===== src/rtl/irq_cap_pkg.sv =====
package irq_cap_pkg;

  localparam int unsigned ADDR_W = 4;

  typedef enum logic [ADDR_W-1:0] {
    REG_GLB       = 4'h0,
    REG_PEND      = 4'h1,
    REG_EN        = 4'h2,
    REG_PEND_ICLR = 4'h3,
    REG_EN_ISET   = 4'h4,
    REG_EN_ICLR   = 4'h5,
    REG_POL       = 4'h6,
    REG_TYPE      = 4'h7
  } reg_addr_e;

  // {type, pol} trigger encoding
  typedef enum logic [1:0] {
    TRIG_LVL_LO = 2'b00,
    TRIG_LVL_HI = 2'b01,
    TRIG_FALL   = 2'b10,
    TRIG_RISE   = 2'b11
  } trig_e;

endpackage


===== src/rtl/irq_cap_regfile.sv =====
module irq_cap_regfile
  import irq_cap_pkg::*;
#(
  parameter int unsigned N_SRC  = 32,
  parameter int unsigned DATA_W = 32
) (
  input  logic                clk_i,
  input  logic                rst_ni,
  input  logic                wr_en_i,
  input  logic [ADDR_W-1:0]   wr_addr_i,
  input  logic [DATA_W-1:0]   wr_data_i,
  input  logic [ADDR_W-1:0]   rd_addr_i,
  output logic [DATA_W-1:0]   rd_data_o,
  input  logic [N_SRC-1:0]    pend_i,
  output logic [N_SRC-1:0]    pend_clr_o,
  output logic [N_SRC-1:0]    en_o,
  output logic [N_SRC-1:0]    pol_o,
  output logic [N_SRC-1:0]    type_o,
  output logic                glb_o
);

  localparam int unsigned IDX_W = (N_SRC > 1) ? $clog2(N_SRC) : 1;
  localparam bit          POW2  = (N_SRC == (1 << IDX_W));

  logic [IDX_W-1:0] idx;
  logic             idx_ok;
  logic [N_SRC-1:0] idx_hot;
  logic [N_SRC-1:0] wmask;
  logic [N_SRC-1:0] en_q, pol_q, type_q;
  logic             glb_q;
  logic             wr_glb, wr_pend, wr_en, wr_piclr, wr_eset, wr_eclr, wr_pol, wr_type;

  assign idx   = wr_data_i[IDX_W-1:0];
  assign wmask = wr_data_i[N_SRC-1:0];

  if (POW2) begin : g_idx_pow2
    assign idx_ok = 1'b1;
  end else begin : g_idx_rng
    assign idx_ok = ({1'b0, idx} < (IDX_W+1)'(N_SRC));
  end

  always_comb begin
    idx_hot = '0;
    if (idx_ok) idx_hot[idx] = 1'b1;
  end

  assign wr_glb   = wr_en_i && (wr_addr_i == REG_GLB);
  assign wr_pend  = wr_en_i && (wr_addr_i == REG_PEND);
  assign wr_en    = wr_en_i && (wr_addr_i == REG_EN);
  assign wr_piclr = wr_en_i && (wr_addr_i == REG_PEND_ICLR);
  assign wr_eset  = wr_en_i && (wr_addr_i == REG_EN_ISET);
  assign wr_eclr  = wr_en_i && (wr_addr_i == REG_EN_ICLR);
  assign wr_pol   = wr_en_i && (wr_addr_i == REG_POL);
  assign wr_type  = wr_en_i && (wr_addr_i == REG_TYPE);

  always_comb begin
    pend_clr_o = '0;
    if (wr_pend)  pend_clr_o = wmask;
    if (wr_piclr) pend_clr_o = idx_hot;
  end

  always_ff @(posedge clk_i or negedge rst_ni) begin
    if (!rst_ni) begin
      glb_q  <= 1'b0;
      en_q   <= '0;
      pol_q  <= '1;  // level-high default: idle-low inputs stay quiet
      type_q <= '0;
    end else begin
      if (wr_glb)  glb_q  <= wr_data_i[0];
      if (wr_pol)  pol_q  <= wmask;
      if (wr_type) type_q <= wmask;
      if (wr_en)        en_q <= en_q & ~wmask;
      else if (wr_eset) en_q <= en_q | idx_hot;
      else if (wr_eclr) en_q <= en_q & ~idx_hot;
    end
  end

  always_comb begin
    unique case (rd_addr_i)
      REG_GLB:  rd_data_o = DATA_W'(glb_q);
      REG_PEND: rd_data_o = DATA_W'(pend_i);
      REG_EN:   rd_data_o = DATA_W'(en_q);
      REG_POL:  rd_data_o = DATA_W'(pol_q);
      REG_TYPE: rd_data_o = DATA_W'(type_q);
      default:  rd_data_o = '0;
    endcase
  end

  assign en_o   = en_q;
  assign pol_o  = pol_q;
  assign type_o = type_q;
  assign glb_o  = glb_q;


  en_iset_chk: assert property (@(posedge clk_i) disable iff (!rst_ni)
    (wr_eset && idx_ok) |=> en_q[$past(idx)]);


  en_iclr_chk: assert property (@(posedge clk_i) disable iff (!rst_ni)
    (wr_eclr && idx_ok) |=> !en_q[$past(idx)]);


  en_bulk_clr_chk: assert property (@(posedge clk_i) disable iff (!rst_ni)
    (wr_en && (&wmask)) |=> (en_q == '0));

endmodule


===== src/rtl/irq_cap_src.sv =====
module irq_cap_src
  import irq_cap_pkg::*;
(
  input  logic clk_i,
  input  logic rst_ni,
  input  logic src_i,
  input  logic pol_i,
  input  logic type_i,
  input  logic clr_i,
  output logic pend_o
);

  logic  in_q;
  logic  hit;
  logic  pend_q;
  trig_e mode;

  assign mode = trig_e'({type_i, pol_i});

  always_comb begin
    unique case (mode)
      TRIG_RISE:   hit =  src_i & ~in_q;
      TRIG_FALL:   hit = ~src_i &  in_q;
      TRIG_LVL_HI: hit =  src_i;
      default:     hit = ~src_i;
    endcase
  end

  always_ff @(posedge clk_i or negedge rst_ni) begin
    if (!rst_ni) begin
      in_q   <= 1'b0;
      pend_q <= 1'b0;
    end else begin
      in_q   <= src_i;
      pend_q <= hit | (pend_q & ~clr_i);  // new trigger beats clear
    end
  end

  assign pend_o = pend_q;


  rise_set_chk: assert property (@(posedge clk_i) disable iff (!rst_ni)
    (type_i && pol_i && $rose(src_i)) |=> pend_o);


  fall_set_chk: assert property (@(posedge clk_i) disable iff (!rst_ni)
    (type_i && !pol_i && $fell(src_i)) |=> pend_o);


  pend_hold_chk: assert property (@(posedge clk_i) disable iff (!rst_ni)
    (pend_o && !clr_i) |=> pend_o);


  lvl_beats_clr_chk: assert property (@(posedge clk_i) disable iff (!rst_ni)
    (!type_i && (src_i == pol_i) && clr_i) |=> pend_o);

endmodule


===== src/rtl/irq_src_capture.sv =====
module irq_src_capture
  import irq_cap_pkg::*;
#(
  parameter int unsigned N_SRC  = 32,
  parameter int unsigned DATA_W = 32
) (
  input  logic              clk_i,
  input  logic              rst_ni,
  input  logic [N_SRC-1:0]  src_i,
  input  logic              wr_en_i,
  input  logic [ADDR_W-1:0] wr_addr_i,
  input  logic [DATA_W-1:0] wr_data_i,
  input  logic [ADDR_W-1:0] rd_addr_i,
  output logic [DATA_W-1:0] rd_data_o,
  output logic [N_SRC-1:0]  irq_o
);

  logic [N_SRC-1:0] pend, pend_clr, en, pol, typ;
  logic             glb;

  irq_cap_regfile #(.N_SRC(N_SRC), .DATA_W(DATA_W)) u_regs (
    .clk_i      (clk_i),
    .rst_ni     (rst_ni),
    .wr_en_i    (wr_en_i),
    .wr_addr_i  (wr_addr_i),
    .wr_data_i  (wr_data_i),
    .rd_addr_i  (rd_addr_i),
    .rd_data_o  (rd_data_o),
    .pend_i     (pend),
    .pend_clr_o (pend_clr),
    .en_o       (en),
    .pol_o      (pol),
    .type_o     (typ),
    .glb_o      (glb)
  );

  for (genvar i = 0; i < N_SRC; i++) begin : g_src
    irq_cap_src u_src (
      .clk_i  (clk_i),
      .rst_ni (rst_ni),
      .src_i  (src_i[i]),
      .pol_i  (pol[i]),
      .type_i (typ[i]),
      .clr_i  (pend_clr[i]),
      .pend_o (pend[i])
    );
  end

  assign irq_o = pend & en & {N_SRC{glb}};


  glb_gate_chk: assert property (@(posedge clk_i) disable iff (!rst_ni)
    !glb |-> (irq_o == '0));


  irq_has_pend_chk: assert property (@(posedge clk_i) disable iff (!rst_ni)
    ((irq_o & ~pend) == '0));

endmodule


===== config.mk =====
export PLATFORM = sky130hd
export DESIGN_NAME = irq_src_capture
export DESIGN_NICKNAME = d
export VERILOG_FILES = /design/src/rtl/irq_cap_pkg.sv /design/src/rtl/irq_cap_regfile.sv /design/src/rtl/irq_cap_src.sv /design/src/rtl/irq_src_capture.sv
export SDC_FILE = /design/constraint.sdc
export NUM_CORES = 1
export LEC_CHECK = 0
export ABC_AREA = 1
export BUFFER_PORTS_ARGS = -buffer_cell sky130_fd_sc_hd__buf_2
export CAP_MARGIN = 40
export CORE_UTILIZATION = 45
export DETAILED_ROUTE_END_ITERATION = 12
export PLACE_DENSITY = 0.71
export SYNTH_ARGS = -nofsm -noshare
export SYNTH_HDL_FRONTEND = slang
export SYNTH_SLANG_ARGS = --single-unit

===== constraint.sdc =====
create_clock -name clk_i -period 1.03 [get_ports clk_i]
set_input_delay 0 -clock clk_i [delete_from_list [all_inputs] [get_ports clk_i]]
set_output_delay 0 -clock clk_i [all_outputs]
set_load 0.1 [all_outputs]

==> results.md, run 1 <==
- Status: complete, but fails checks
- Failing checks: hold timing, setup timing
- Final setup viols: 75
- DR DRC count: 0
- Post-Syn Area: between 8000 and 9000 sq um
- Skew-Pair Late Insertion Delay: about 430 ps
- Gr usage total: 0.320
- Initial antenna violation count: 5
- Commonest non-fill, non-tap cells in the layout: 377 x nand2_1, 168 x nand3_1, 127 x dfrtp_1, 119 x nor2_1, 91 x buf_12
- Cell Int Power: around 14 mW
- Final min period: approximately 1500 ps
- Core area: just under 20000 sq um
- Static Leak: 6.13 nW
- Yosys cell types: 21
- First-pass GRT wire length: about 50 mm
- Worst reg2reg setup slack: -110 ps
- Overflow after GRT: 0
- Hold Vio Cnt, Final: 2
- RSZ-0062 raised after global routing: true
- DR iter-0 viols: 1008
- Hold endpoint: u_regs.type_o[0]
- CP Class: register to output pin
- Reg2reg end: g_src[31].u_src.pend_o
- PnR worst setup slack: -490 ps
- Peak supply drop: roughly 1.2 mV
- Vias in the first global route: just under 10000
- HP Class: input pin to register
- Yosys warns: 0
- Setup Skew: 6.57 ps
- Critical path startpoint category: register
- RR Startpoint: u_regs.pol_o[31]
- Post-layout util: 0.710
- Fin crit share: 1.48
- TritonCTS clock tree: done
- PortBufs: ~140
- IO Pins: 139
- Worst slew margin: 0.758
- Pin count of the biggest net entering global routing: 37
- Finished Layout Cells: between 1500 and 2000
- CP Capture Type: output pin
- Max Cap Violations: 0
- Mapped Avg Cell Area: 7.04 sq um
- Gpl congestion: roughly 0.90
- CTS Sinks: roughly 160
- Fillers: ~1500
- CTS buffer count: 17
- Hold path cells: 4
- Via/cell ratio: between 5 and 6
- Final ANT Viol Nets: 0
- Seq cells post-synth: roughly 160
- Post-layout nets: 1628
- Register area share after synthesis: 0.454
- Logic pwr share: 0.289
- Commonest non-fill, non-tap cell in the layout: nand2_1
- Starting Density: 0.459
- Final WL: between 30 and 40 mm
- R2R depth: 6
- Row count: between 50 and 60
- Clock buffer depth: 2
- Hold slack: -15.8 ps
- CTS root buffer: clkbuf_16
- Switch share: 0.335
- Data arrival, critical path: about 1500 ps
- Die X-Extent: approximately 140 um
- Post-Synthesis Cells: about 1300
- CP Max Fanout: 3
- F_max: ~660 MHz
- Clock transition at the registers of the reported paths: around 60 ps
- Min-delay src: wr_data_i[0]
- Die Area: between 20000 and 25000 sq um
- Drt pass-1 iters: 5
- Switch Pwr: 7.05 mW
- CP required: about 1000 ps
- Die Ht: between 100 and 150 um
- Via count: around 10000
- Clock power share: 0.323
- Syn Nets: roughly 1300
- Placed Cells: between 1500 and 2000
- H-tree depth: 4
- Layout cells sized above 1: 0.290
- Per-cell routed wire length: 17.2 um
- Least-Margin Pin Slew: ~360 ps
- Max-slew violation count: 0
- HPWL after DPL: between 20 and 25 mm
- Synthesis-to-finish area growth: 54.7%
- Sequential Power Share: 0.388
- Place WS: -170 ps
- Tot Pwr: about 21 mW
- PwrDens: roughly 1500 nW/um^2
## worst max-delay path: stages, from the launching register on
cell	delay [ps]
dfstp_2	580
nand3_2	110
nand2_2	120
nor2_4	50
nand2_4	60
buf_12	170
## power groups by stage
stage | registers (mW) | clock network (mW) | logic [mW]
floorplan | 7.99 | 0 | 3.17
CTS | 8.06 | 6.83 | 5.54
global placement | 8.24 | 0 | 4.66
detailed placement | 8.26 | 0 | 4.78
finish | 8.15 | 6.79 | 6.07
global route | 8.23 | 7.08 | 6.54
## synthesized netlist by cell type
master,number,share of area
nand2_1,380,0.16
nand3_1,200,0.11
nor2_1,179,0.075
dfrtp_1,129,0.36
inv_1,86,0.036
o21ai_0,73,0.041
nand4_1,64,0.045
a21oi_1,32,0.018
dfstp_2,32,0.094
buf_2,24,0.013
clkbuf_1,24,0.010
buf_4,11,0.0092
o21ai_1,9,0.0050
buf_1,7,0.0029
nor2_2,7,0.0049
inv_2,5,0.0021
nor2_4,5,0.0063
buf_6,2,0.0025
nand2_2,2,0.0014
nand3_2,2,0.0022
nand2_4,1,0.0013
## how the worst max path moves through the flow
stage          slack [ps]       endpoint  cells past startpoint              from
5_1_grt              -510   rd_data_o[0]                      5   u_regs.pol_o[0]
6_report             -490   rd_data_o[0]                      5   u_regs.pol_o[0]
3_3_place_gp         -140   rd_data_o[0]                     10      rd_addr_i[2]
4_1_cts              -470   rd_data_o[0]                      5      u_regs.glb_o
2_1_floorplan        -360  rd_data_o[22]                      2  u_regs.pol_o[22]
3_5_place_dp         -170  rd_data_o[28]                      9      rd_addr_i[2]
## cell families after synthesis
kind of cell	count (synthesis)	synth area share
and+or+nand+nor	840	0.406
DFF	161	0.454
AOI/OAI and AO/OA	114	0.0636
buffers and inverters	159	0.0762
## routing by layer
metal	up-vias	GRT usage	part of all wire
li1	4717	-	-
met1	4787	0.414	0.40
met2	507	0.517	0.48
met3	81	0.0533	0.081
met4	2	0.165	0.033
met5	-	0	0.00028
## what timing repair did
action,CTS,global route
hold endpoints to repair,299,0
pin swaps,37,47
hold buffers,65,0
gates resized for setup,19,97
buffers inserted,29,14
setup endpoints to repair,64,106
## area by class of cell
class / count / area, sq um / share of cell area
well taps: 265 / 332 / 0.0239
flip-flops and latches: 161 / 4070 / 0.294
multi-input cells: 954 / 4780 / 0.345
repair buffers: 328 / 3700 / 0.267
inverters: 91 / 347 / 0.0250
clock inverters: 14 / 186 / 0.0134
clock buffers: 18 / 439 / 0.0317
diodes: 5 / 12.5 / 0.000902
## through the flow
step | area (sq um) | hold slack [ps] | TNS [ps]
3_3_place_gp | 12000 | -88.3 | -5580
6_report | 13900 | -15.8 | -24020
5_1_grt | 13900 | 1.57 | -27760
2_1_floorplan | 9450 | -296 | -14120
3_5_place_dp | 12000 | -92.0 | -7480
4_1_cts | 13600 | 8.77 | -25800
Power figures use the tool's default switching activity.
==> run 2: changes to the inputs <==
Settings changed: PLACE_DENSITY 0.71 to 0.66.
==> run 2 against run 1 <==
Net effect: the flow still finishes with violations (hold timing, setup timing); worst setup slack gained 27 ps; die area is the same; register-to-register slack gained 20 ps; via count shrank 1.1%; critical path depth shrank 1; clock power shrank 6.2%; count of clock-buffer cells in the layout grew 2; combinational power shrank 2%; core utilization shrank 0.81 points; critical path type unchanged; routed wire length grew 0.58%.
==> results.md, run 2 (synthesis gave the netlist of run 1 again) <==
- Status: complete, but fails checks (unchanged)
- Failing checks: hold timing, setup timing (unchanged)
- Crit-path most repeated cell: buf_12
- First-pass GRT wire length: 50.2 mm (was 49.9 mm)
- PwrDens: 1490 nW/um^2 (was 1520 nW/um^2)
- RSZ-0062 raised after global routing: true (unchanged)
- Worst path bufs/invs: 3 (was 1)
- Final setup viols: 77 (was 75)
- Row count: 51 (unchanged)
- Synthesis-to-finish area growth: 52.9% (was 54.7%)
- Pin count of the biggest net entering global routing: 43 (was 37)
- Routed met3 length: 2.28 mm (was 2.57 mm)
- Skew-Pair Late Insertion Delay: 430 ps (about the same)
- Max Cap Violations: 0 (unchanged)
- Top Metal Used: met4 (was met5)
- Initial antenna violation count: 1 (was 5)
- F_max: 670 MHz (was 658 MHz)
- Drt pass-1 iters: 6 (was 5)
- Commonest non-fill, non-tap cell in the layout: nand2_1 (unchanged)
- DR iter-0 viols: 817 (was 1008)
- Fin crit share: 1.45 (was 1.48)
- Least-Margin Pin Slew: 325 ps (was 363 ps)
- CP Capture Type: output pin (unchanged)
- Worst reg2reg setup slack: -90 ps (was -110 ps)
- Worst slew margin: 0.783 (was 0.758)
- Hold Vio Cnt, Final: 2 (unchanged)
- CP Max Fanout: 10 (was 3)
- IO Pins: 139 (unchanged)
- Met2 wire length: 15.3 mm (about the same)
- Peak supply drop: 1.23 mV (was 1.24 mV)
- CP cell instances: clkinv_4, buf_12, nor2_4, buf_12 (was nand3_2, nand2_2, nor2_4, nand2_4, buf_12)
- Die X-Extent: 143 um (unchanged)
- Finished Cell Area: 13700 sq um (was 13900 sq um)
- PnR worst setup slack: -462 ps (was -490 ps)
- Via/cell ratio: 5.46 (was 5.50)
- Starting Density: 0.459 (unchanged)
- Placed Cells: 1697 (was 1696)
- Fillers: 1540 (was 1489)
- Core area: 19500 sq um (unchanged)
- H-tree depth: 4 (unchanged)
- Final min period: 1490 ps (was 1520 ps)
- Slowest stage delay, CP: 420 ps (was 580 ps)
- Gpl congestion: 0.868 (was 0.903)
- CP Class: register to output pin (unchanged)
- Area post-placement: 12000 sq um (about the same)
- PortBufs: 138 (unchanged)
- Via count: 9979 (was 10100)
- Max-slew violation count: 0 (unchanged)
- Commonest non-fill, non-tap cells in the layout: 379 x nand2_1, 169 x nand3_1, 128 x dfrtp_1, 122 x nor2_1, 89 x buf_12 (was 377 x nand2_1, 168 x nand3_1, 127 x dfrtp_1, 119 x nor2_1, 91 x buf_12)
- Critical path startpoint category: register (unchanged)
- Static Leak: 6.08 nW (was 6.13 nW)
- Top delay family on crit path: buffers and inverters (was flip-flops)
- HPWL after DPL: 21.5 mm (was 21.1 mm)
- Finished Layout Cells: 1829 (was 1836)
- Place WS: -174 ps (was -170 ps)
- HP Class: input pin to register (unchanged)
- CP required: 1030 ps (about the same)
- Layout cells sized above 1: 0.280 (was 0.290)
- Hold slack: -8.21 ps (was -15.8 ps)
- Data arrival, critical path: 1490 ps (was 1520 ps)
- Die Ht: 143 um (unchanged)
- Overflow after GRT: 0 (unchanged)
- M1 WL: 13.2 mm (was 12.7 mm)
- Clock buffer depth: 2 (unchanged)
- DR DRC count: 0 (unchanged)
- TritonCTS clock tree: done (unchanged)
- Clock transition at the registers of the reported paths: 60 ps (about the same)
- Vias in the first global route: 9716 (was 9880)
- Final WL: 31.8 mm (was 31.6 mm)
- Post-layout nets: 1625 (was 1628)
- Gr usage total: 0.323 (was 0.320)
- Setup Skew: 5.61 ps (was 6.57 ps)
- CTS root buffer: clkbuf_16 (unchanged)
- CTS buffer count: 17 (unchanged)
- CTS Sinks: 161 (unchanged)
- Final ANT Viol Nets: 0 (unchanged)
- Slowest CP cell: dfrtp_2 (was dfstp_2)
- Die Area: 20500 sq um (unchanged)
- Per-cell routed wire length: 17.4 um (was 17.2 um)
run 2: cell types whose count changed in the layout (fill, tap and decap cells not counted), sizes merged:
cell / delta
buf: -2
diode: -4
bufinv: -2
clkinv: -2
clkinvlp: +2
clkbuf: +2
dlygate4sd3: -1
run 2: metrics by stage:
stage | util | total power, mW | setup TNS, ps
after floorplan | - | 11.2 | -14120
after global placement | 0.614 | 12.9 | -5730
after detailed placement | 0.614 | 13.0 | -9270
after CTS | 0.691 | 20.0 | -26560
after global routing | 0.702 | 21.3 | -28050
final | 0.702 | 20.4 | -25260
run 2: what timing repair did:
item	CTS	global route
hold buffers	64	0
gates resized for setup	15	75
buffers inserted	26	12
hold endpoints to repair	289	0
pin swaps	36	38
cloned	1	0
setup endpoints to repair	64	98
run 2: worst min-delay path: stages:
cell	delay (ps)
buf_2	140
inv_1	90
buf_4	130
a21oi_1	60
run 2: layout make-up:
class	count	area, sq um	share of cell area
multi-input cells	954	4700	0.343
clock inverters	12	131	0.00958
well taps	265	332	0.0242
repair buffers	325	3660	0.267
diodes	1	2.50	0.000183
clock buffers	20	457	0.0333
inverters	91	347	0.0253
flip-flops and latches	161	4070	0.297
run 2: report_power, final:
part	switching [mW]	internal [mW]
logic	3.51	2.44
clock network	2.67	3.70
registers	0.762	7.35
run 2: routing by layer:
layer	up-vias	track usage
met4	0	0.140
met5	-	0
met2	415	0.533
met1	4769	0.415
li1	4713	-
met3	82	0.0573
run 2: final timing paths:
path	from	endpoint	depth (start not counted)
hold reg to reg	u_regs.pol_o[10]	u_regs.pol_o[10]	2
max in group asynchronous	rst_ni	u_regs.pol_o[5]	3
min in group asynchronous	rst_ni	u_regs.type_o[14]	2
setup / recovery	u_regs.glb_o	irq_o[23]	4
setup reg to reg	u_regs.pol_o[23]	g_src[23].u_src.pend_o	7
hold / removal	wr_data_i[1]	u_regs.pol_o[1]	4
==> run 3: changes to the inputs <==
Settings changed: BUFFER_PORTS_ARGS -buffer_cell sky130_fd_sc_hd__buf_2 to -buffer_cell sky130_fd_sc_hd__buf_4.
==> run 3 against run 2 <==
Net effect: the flow still finishes with violations (hold timing, setup timing); die area is the same; sequential power about the same; clock skew up 1.2 ps; critical path type unchanged; combinational power rose by 2%; worst hold slack worse by 49 ps; final cell count is 0.44% higher; non-clock buffer count up 10; total power is 0.29% higher; global-route usage up 0.24 points; maximum frequency rose by 1.7%; design area is 1.7% higher; critical endpoint is now irq_o[19].
==> results.md, run 3 (synthesis gave the netlist of run 1 again) <==
- Antenna diodes: 0 (was 1)
- Die X-Extent: 143 um (unchanged)
- Die Area: 20500 sq um (unchanged)
- Data arrival, critical path: 1470 ps (was 1490 ps)
- Gr usage total: 0.325 (was 0.323)
- Fin crit share: 1.42 (was 1.45)
- DR DRC count: 0 (unchanged)
- Hold Vio Cnt, Final: 1 (was 2)
- Hold path cells: 4 (unchanged)
- Least-Margin Pin Slew: 335 ps (was 325 ps)
- H-tree depth: 4 (unchanged)
- Layout cells sized above 1: 0.289 (was 0.280)
- Per-cell routed wire length: 17.4 um (about the same)
- Hold endpoint: u_regs.type_o[1] (was u_regs.pol_o[1])
- Min-delay src: wr_data_i[1] (unchanged)
- Setup Skew: 6.77 ps (was 5.61 ps)
- Critical path startpoint category: register (unchanged)
- Failing checks: hold timing, setup timing (unchanged)
- CP required: 1030 ps (about the same)
- Commonest non-fill, non-tap cell in the layout: nand2_1 (unchanged)
- PwrDens: 1470 nW/um^2 (was 1490 nW/um^2)
- Static Leak: 6.18 nW (was 6.08 nW)
- Row count: 51 (unchanged)
- Via/cell ratio: 5.40 (was 5.46)
- Pin count of the biggest net entering global routing: 33 (was 43)
- DR iter-0 viols: 715 (was 817)
- Final ANT Viol Nets: 0 (unchanged)
- First-pass GRT wire length: 50.5 mm (was 50.2 mm)
- IO Pins: 139 (unchanged)
- R2R depth: 6 (was 7)
- Gpl congestion: 0.870 (was 0.868)
- Initial antenna violation count: 0 (was 1)
- Via count: 9919 (was 9979)
- HPWL after DPL: 21.0 mm (was 21.5 mm)
- Area post-placement: 11500 sq um (was 12000 sq um)
- CP Max Fanout: 13 (was 10)
- Post-layout nets: 1635 (was 1625)
- Overflow after GRT: 0 (unchanged)
- Clock transition at the registers of the reported paths: 60 ps (about the same)
- TritonCTS clock tree: done (unchanged)
- Starting Density: 0.459 (unchanged)
- Vias in the first global route: 9481 (was 9716)
- Commonest non-fill, non-tap cells in the layout: 376 x nand2_1, 168 x nand3_1, 150 x buf_4, 127 x dfrtp_1, 119 x nor2_1 (was 379 x nand2_1, 169 x nand3_1, 128 x dfrtp_1, 122 x nor2_1, 89 x buf_12)
- HP Class: input pin to register (unchanged)
- CTS Sinks: 161 (unchanged)
- CP Capture Type: output pin (unchanged)
- CP Class: register to output pin (unchanged)
- Place WS: -188 ps (was -174 ps)
- Max-slew violation count: 0 (unchanged)
- Final min period: 1470 ps (was 1490 ps)
- PnR worst setup slack: -437 ps (was -462 ps)
- RR Startpoint: u_regs.pol_o[24] (was u_regs.pol_o[23])
- Peak supply drop: 1.07 mV (was 1.23 mV)
- Finished Layout Cells: 1837 (was 1829)
- Hold slack: -57.3 ps (was -8.21 ps)
- Worst slew margin: 0.777 (was 0.783)
- Status: complete, but fails checks (unchanged)
- Final WL: 32.0 mm (was 31.8 mm)
- CTS root buffer: clkbuf_16 (unchanged)
- Placed Cells: 1714 (was 1697)
- Synthesis-to-finish area growth: 55.5% (was 52.9%)
- Reg2reg end: g_src[24].u_src.pend_o (was g_src[23].u_src.pend_o)
- Die Ht: 143 um (unchanged)
- F_max: 682 MHz (was 670 MHz)
- Skew-Pair Late Insertion Delay: 430 ps (about the same)
- CTS buffer count: 17 (unchanged)
- Worst reg2reg setup slack: -20 ps (was -90 ps)
- PortBufs: 138 (unchanged)
- Core area: 19500 sq um (unchanged)
- RSZ-0062 raised after global routing: true (unchanged)
- Drt pass-1 iters: 8 (was 6)
- Tot Pwr: 20.5 mW (was 20.4 mW)
- Clock buffer depth: 2 (unchanged)
- Finished Cell Area: 13900 sq um (was 13700 sq um)
- Max Cap Violations: 0 (unchanged)
- Final setup viols: 70 (was 77)
[run 3: changes by cell type in the layout (fill, tap and decap cells not counted), sizes merged]
cell          change
clkinv            -3
dlymetal6s4s      +1
dlygate4sd3       +1
inv               +1
diode             -1
clkbuf            +1
buf               +7
clkinvlp          +1
[run 3: worst max path at each step]
stage	slack [ps]	depth (start not counted)	endpoint	from
detailed placement	-190	8	rd_data_o[0]	rd_addr_i[3]
global route	-470	4	irq_o[19]	u_regs.glb_o
finish	-440	4	irq_o[19]	u_regs.glb_o
CTS	-450	4	irq_o[10]	u_regs.glb_o
floorplan	-360	2	rd_data_o[22]	u_regs.pol_o[22]
global placement	-170	8	rd_data_o[29]	rd_addr_i[3]
[run 3: critical path: stages (launching register included)]
cell     delay [ps]
dfrtp_1         410
inv_4            80
buf_12          170
nor2_4          150
buf_12          190
[run 3: what timing repair did]
| item | 4_1_cts | 5_1_grt |
|---|---|---|
| pin swaps | 40 | 41 |
| endpoints found under the hold margin | 309 | 1 |
| buffers inserted | 20 | 9 |
| setup endpoints to repair | 66 | 110 |
| gates cloned | 0 | 1 |
| hold buffers | 65 | 1 |
| resized for setup | 181 | 100 |
[run 3: power by group]
group,leakage (nW),total [mW],internal [mW],switching (mW)
sequential,1.83,8.08,7.35,0.729
combinational,4.08,6.05,2.51,3.54
clock,0.265,6.37,3.64,2.73
total,6.18,20.5,13.5,7.00
[run 3: metal layers]
layer,wire (um),vias up,global-route usage
met5,0,-,0
met3,2140,50,0.0483
met2,15600,405,0.541
met1,13600,4739,0.437
met4,603,0,0.0979
li1,-,4725,-
[run 3: per-stage QoR]
| step | TNS (ps) | util |
|---|---|---|
| finish | -23920 | 0.714 |
| global route | -27380 | 0.714 |
| CTS | -26440 | 0.697 |
| detailed placement | -9260 | 0.589 |
| global placement | -8960 | 0.589 |
| floorplan | -14120 | - |
[run 3: cell type report]
| class | instances | area [sq um] |
|---|---|---|
| inverter | 91 | 344 |
| timing repair buffer | 335 | 3850 |
| tap | 265 | 332 |
| clock inverter | 11 | 133 |
| multi-input combinational | 954 | 4760 |
| fill | 1537 | 5590 |
| clock buffer | 20 | 447 |
| sequential | 161 | 4070 |
